`config.mk`:
```
export PLATFORM = sky130hd
export DESIGN_NAME = enc_pulse_sched
export DESIGN_NICKNAME = d
export VERILOG_FILES = /design/src/rtl/enc_pulse_sched.sv
export SDC_FILE = /design/constraint.sdc
export NUM_CORES = 1
export LEC_CHECK = 0
export ABC_AREA = 1
export BUFFER_PORTS_ARGS = -buffer_cell sky130_fd_sc_hd__buf_2
export CAP_MARGIN = 20
export CORE_MARGIN = 10
export CORE_UTILIZATION = 55
export CTS_BUF_LIST = sky130_fd_sc_hd__clkbuf_8
export DETAILED_ROUTE_END_ITERATION = 10
export GPL_ROUTABILITY_DRIVEN = 0
export GPL_TIMING_DRIVEN = 1
export MAX_ROUTING_LAYER = met4
export PLACE_DENSITY_LB_ADDON = 0.05
export SLEW_MARGIN = 20
export SYNTH_ARGS = -nofsm -noshare
export SYNTH_HDL_FRONTEND = slang
export SYNTH_SLANG_ARGS = --single-unit
```
`constraint.sdc`:
```
create_clock -name clk -period 2.2 [get_ports clk]
set_input_delay 0.44 -clock clk [delete_from_list [all_inputs] [get_ports clk]]
set_output_delay 0.44 -clock clk [all_outputs]
set_load 0.05 [all_outputs]
```
`src/rtl/enc_pulse_sched.sv`:
```
module enc_pulse_sched #(
  parameter int POS_W = 32,
  parameter int DUR_W = 16,
  parameter int DEPTH = 8,
  localparam int AW = (DEPTH > 1) ? $clog2(DEPTH) : 1
) (
  input  logic                    clk,
  input  logic                    rst,
  input  logic                    start,
  input  logic                    dir_neg,
  input  logic signed [POS_W-1:0] enc_count,
  output logic                    rd_en,
  output logic [AW-1:0]           rd_addr,
  input  logic signed [POS_W-1:0] rd_pos,
  input  logic [DUR_W-1:0]        rd_dur,
  input  logic                    rd_last,
  output logic                    trig_out,
  output logic                    pass_done
);

  typedef enum logic [2:0] {S_IDLE, S_FETCH, S_LOAD, S_ARM, S_PULSE, S_DONE} state_t;

  localparam logic [AW-1:0] LAST_IDX = AW'(DEPTH - 1);

  state_t                    state;
  logic [AW-1:0]             idx;
  logic signed [POS_W-1:0]   pos_q;
  logic [DUR_W-1:0]          dur_q, cnt;
  logic                      last_q, dir_q, trig_q;

  wire hit       = dir_q ? (enc_count <= pos_q) : (enc_count >= pos_q);
  wire end_entry = last_q || (idx == LAST_IDX);

  assign rd_en     = (state == S_FETCH);
  assign rd_addr   = idx;
  assign trig_out  = trig_q;
  assign pass_done = (state == S_DONE);

  always_ff @(posedge clk) begin
    if (rst) begin
      state  <= S_IDLE;
      idx    <= '0;
      pos_q  <= '0;
      dur_q  <= '0;
      cnt    <= '0;
      last_q <= 1'b0;
      dir_q  <= 1'b0;
      trig_q <= 1'b0;
    end else begin
      case (state)
        S_IDLE: if (start) begin
          idx   <= '0;
          dir_q <= dir_neg;
          state <= S_FETCH;
        end
        S_FETCH: state <= S_LOAD;
        S_LOAD: begin
          pos_q  <= rd_pos;
          dur_q  <= rd_dur;
          last_q <= rd_last;
          if (rd_dur == '0) begin
            if (rd_last || idx == LAST_IDX) state <= S_DONE;
            else begin
              idx   <= idx + 1'b1;
              state <= S_FETCH;
            end
          end else begin
            state <= S_ARM;
          end
        end
        S_ARM: if (hit) begin
          trig_q <= 1'b1;
          cnt    <= dur_q;
          state  <= S_PULSE;
        end
        S_PULSE: begin
          if (cnt == DUR_W'(1)) begin
            trig_q <= 1'b0;
            if (end_entry) state <= S_DONE;
            else begin
              idx   <= idx + 1'b1;
              state <= S_FETCH;
            end
          end else begin
            cnt <= cnt - 1'b1;
          end
        end
        S_DONE:  state <= S_IDLE;
        default: state <= S_IDLE;
      endcase
    end
  end

  logic [DUR_W-1:0] hi_len;
  always_ff @(posedge clk) begin
    if (rst)           hi_len <= '0;
    else if (trig_out) hi_len <= hi_len + 1'b1;
    else               hi_len <= '0;
  end


  pulse_len_chk: assert property (@(posedge clk) disable iff (rst)
    $fell(trig_out) |-> hi_len == dur_q);


  done_single_chk: assert property (@(posedge clk) disable iff (rst)
    pass_done |=> !pass_done && !trig_out);


  rise_on_hit_chk: assert property (@(posedge clk) disable iff (rst)
    $rose(trig_out) |-> $past(hit));


  zero_skip_chk: assert property (@(posedge clk) disable iff (rst)
    (state == S_LOAD && rd_dur == '0) |=> !trig_out);


  dir_hold_chk: assert property (@(posedge clk) disable iff (rst)
    (state != S_IDLE && $past(state) != S_IDLE) |-> $stable(dir_q));


  no_read_in_pulse_chk: assert property (@(posedge clk) disable iff (rst)
    trig_out |-> !rd_en);

endmodule

```
==> run_results.csv <==
group,metric,value,unit
sta,fin_tns_setup,0,ps
detailed_routing,wirelength,10.37,mm
min_path,hold_class,"in2reg",
power,ir_drop,0.0006566,V
finish,fill_cells,693,
finish,area_growth,20.67,%
clock_tree,insertion_delay,340,ps
detailed_routing,vias,4032,
finish,multiInputGateArea,2367,um2
critical_path,worst_ep_arrival_time,2370,ps
finish,n_antenna_cell,0,
detailed_routing,viasPerCell,5.189,
finish,regArea,1461,um2
synth,yosys_register_bits,73,
floorplanning,die-area,11410,um2
synth,synth.largest_area_cell,"dfxtp_1",
synth,syn_area,4146,um2
clock_tree,cts_buffers,9,
critical_path,crit_path_end_kind,"flop",
global_route,grt_pass1_vias,3814,
clock_tree,cts.htree.levels,3,
synth,synth_flop_cell,"dfxtp_1",
detailed_routing,firstDrtPassIters,5,
critical_path,r2r_cells,14,
clock_tree,cts_resized,0,
min_path,worstHoldPathCells,2,
critical_path,worstPathCellList,"inv_1 -> ha_4 -> nand4_1 -> nor3_4 -> and3_4 -> nand2_2 -> nand2_1 -> nand2_1 -> nand2_2 -> nand2_4 -> buf_12 -> nand3b_1 -> nand2_1 -> nor2_2",
global_route,grt_max_degree,73,
global_route,antenna_found_initial,0,
critical_path,cp_max_fo,5,
status,status,"completed",
critical_path,worst_ep_required_time,2480,ps
global_route,track_usage,18.31,%
detailed_routing,drc_errors,0,
detailed_routing,wl_per_cell,13.35,um
place,place_hpwl,7.610,mm
min_path,min_to,"rd_addr[0]$_SDFFE_PP0P_",
power,p_leak,2.308,nW
sta,tightest_slew,604.4,ps
sta,slew_viol_final,0,
finish,nets,796,
clock_tree,ctsLongestPathBuffers,2,
floorplanning,die_y,106.8,um
clock_tree,cts_num_sinks,73,
synth,synthDistinctLibCells,34,
place,placed_cell_area,4691,um2
synth,synth_area_leaders,"dfxtp_1 (35%), ha_1 (11%), a21oi_1 (9.5%), o21ai_0 (8.1%), nand2_1 (7.8%)",
critical_path,crit_path_frequent_cell,"nand2_1",
flow_run,drv_cap,0,
global_route,grt.overflow.total,0,
finish,fin_area,5004,um2
critical_path,path_class,"reg2reg",
synth,synth_top_area_share,35.24,%
floorplanning,io_pins,91,
sta,rsz0062_at_grt,"yes",
floorplanning,rows,31,
sta,final_hold_viol_count,0,
synth,async_reset_ff_share,0,%
clock_tree,hold_buffers,0,
critical_path,regToRegStartpoint,"pos_q[26]$_SDFFE_PP0P_",
critical_path,cp_slowest_cell,"dfxtp_1",
detailed_routing,ant_nets,0,
sta,finalSetupViolations,0,
critical_path,timing.rr.end,"cnt[5]$_SDFFE_PP0P_",
synth,syn_inst,589,
synth,synth_edf_count,0,
power,power_density,1202,nW/um2
finish,layout-drive-gt1-share,21.39,%
sta,timing.final.crit_share,94.93,%
sta,fin_crit,2088,ps
synth,ys_seq_area_share,35.24,%
critical_path,max_stage_delay,310,ps
sta,maxSlewHeadroom,59.70,%
critical_path,r2r_slack,110,ps
sta,fmax,0.4788,GHz
global_route,grt_pass1_wl,16.85,mm
synth,syn_avg_cell_area,7.040,um2
floorplanning,coreArea,7292,um2
clock_tree,cts_tree,"yes",
clock_tree,post_cts_buffers,0,
place,io_buffers,90,
synth,yosys_warnings,0,
clock_tree,root_buffer,"clkbuf_8",
sta,clock_skew,8.533,ps
min_path,min_from,"rst",
clock_tree,clk_pin_slew,80,ps
floorplanning,die_w,106.8,um
detailed_routing,dr.first_iter.drc_count,161,
synth,synthesis.nets,710,
floorplanning,initial_utilization,56.86,%
critical_path,worstSetupStartpointType,"flop",
-- critical path: cells and delay by family, from the launching register on --
kind                       cells  cell delay (ps)
DFF                            1              310
and+or+nand+nor               11             1200
buffers and inverters          2              240
adders and majority gates      1              270
-- stage by stage --
stage               std cells  hold WS (ps)  util, %  total power [mW]  setup slack, ps
finish                    777         350.7    68.62             6.013            111.5
global route              777         347.0    68.62             6.603           -13.50
CTS                       775         331.1    66.83             5.917            115.7
detailed placement        761         446.6    64.33             4.895           -64.30
global placement          761         441.7    64.33             4.784           -39.23
floorplan                 589         424.5        -             4.264            192.2
-- flip-flops by register name, indices dropped and copies added (netlist names) --
register	flops
cnt	16
dur_q	16
state	3
pos_q	32
last_q	1
trig_out	1
rd_addr	3
dir_q	1
-- layer usage --
layer | vias up | routed length [um] | track usage, %
li1 | 2116 | - | -
met1 | 1778 | 4838 | 22.26
met2 | 117 | 4778 | 28.93
met3 | 21 | 547 | 3.713
met4 | 0 | 207 | 7.737
met5 | - | 0 | -
-- layout by cell type, fill, tap and decap left out, types with 2 or more instances in the layout --
| cell | n |
|---|---|
| clkinv_2 | 3 |
| inv_1 | 66 |
| a31oi_1 | 3 |
| nor3_4 | 2 |
| nand4_1 | 6 |
| nand3b_1 | 5 |
| clkbuf_8 | 10 |
| nand3_1 | 24 |
| nor3_1 | 6 |
| nor2_2 | 6 |
| nor3_2 | 3 |
| a21oi_1 | 78 |
| ha_1 | 33 |
| xnor2_1 | 2 |
| nand2_1 | 82 |
| xor2_1 | 2 |
| inv_2 | 6 |
| a22oi_1 | 2 |
| o21a_1 | 3 |
| mux2i_1 | 2 |
| buf_4 | 5 |
| nand2_2 | 7 |
| buf_2 | 90 |
| clkbuf_16 | 2 |
| o21ai_0 | 67 |
| a21o_1 | 2 |
| ha_4 | 3 |
| buf_12 | 3 |
| dfxtp_1 | 73 |
| nor2_1 | 72 |
| nor4_1 | 2 |
-- cells in the mapped netlist, types with 2 or more instances --
| cell type | number |
|---|---|
| a22oi_1 | 2 |
| nand2_1 | 86 |
| inv_1 | 67 |
| ha_1 | 36 |
| nor3_2 | 3 |
| nand3_1 | 24 |
| a31oi_1 | 3 |
| o21a_1 | 3 |
| nor3_1 | 7 |
| nor2_2 | 5 |
| dfxtp_1 | 73 |
| buf_2 | 5 |
| inv_2 | 5 |
| buf_4 | 2 |
| a21oi_1 | 79 |
| nor2_1 | 73 |
| xor2_1 | 2 |
| a21o_1 | 2 |
| nand2_2 | 4 |
| xnor2_1 | 2 |
| mux2i_1 | 2 |
| buf_1 | 4 |
| nand4_1 | 6 |
| buf_6 | 3 |
| nor4_1 | 2 |
| nand3b_1 | 5 |
| clkbuf_1 | 11 |
| o21ai_0 | 67 |
-- final cells by class --
type	instances	share of cell area [%]
Multi-Input combinational cell	419	47.31
Sequential cell	73	29.21
Timing Repair Buffer	100	11.95
Inverter	72	5.401
Clock buffer	10	2.751
Tap cell	99	2.476
Clock inverter	4	0.9002
-- where the power goes --
group | switching, mW | internal, mW
clock | 0.477 | 0.537
sequential | 0.257 | 1.77
combinational | 1.84 | 1.13
-- worst max-delay path by stage --
stage / from / endpoint / slack, ps / cells after the start
floorplan: state[0]$_SDFFE_PP0P_ / rd_en / 190 / 2
global placement: enc_count[31] / cnt[10]$_SDFFE_PP0P_ / -40 / 14
detailed placement: enc_count[31] / cnt[5]$_SDFFE_PP0P_ / -60 / 13
CTS: pos_q[31]$_SDFFE_PP0P_ / cnt[5]$_SDFFE_PP0P_ / 120 / 13
global route: pos_q[27]$_SDFFE_PP0P_ / cnt[11]$_SDFFE_PP0P_ / -10 / 13
finish: pos_q[26]$_SDFFE_PP0P_ / cnt[5]$_SDFFE_PP0P_ / 110 / 14
-- kinds of logic (layout without fill, tap and decap cells) --
kind of cell / count (synthesis) / count (layout) / synth area share, %
compound gates: 160 / 160 / 20.04
xor+xnor: 4 / 4 / 0.8451
fa+ha+maj: 36 / 36 / 10.86
flops: 73 / 73 / 35.24
mux: 2 / 2 / 0.4828
simple gates: 217 / 217 / 22.87
buf+inv: 97 / 186 / 9.656
Power figures use the tool's default switching activity.
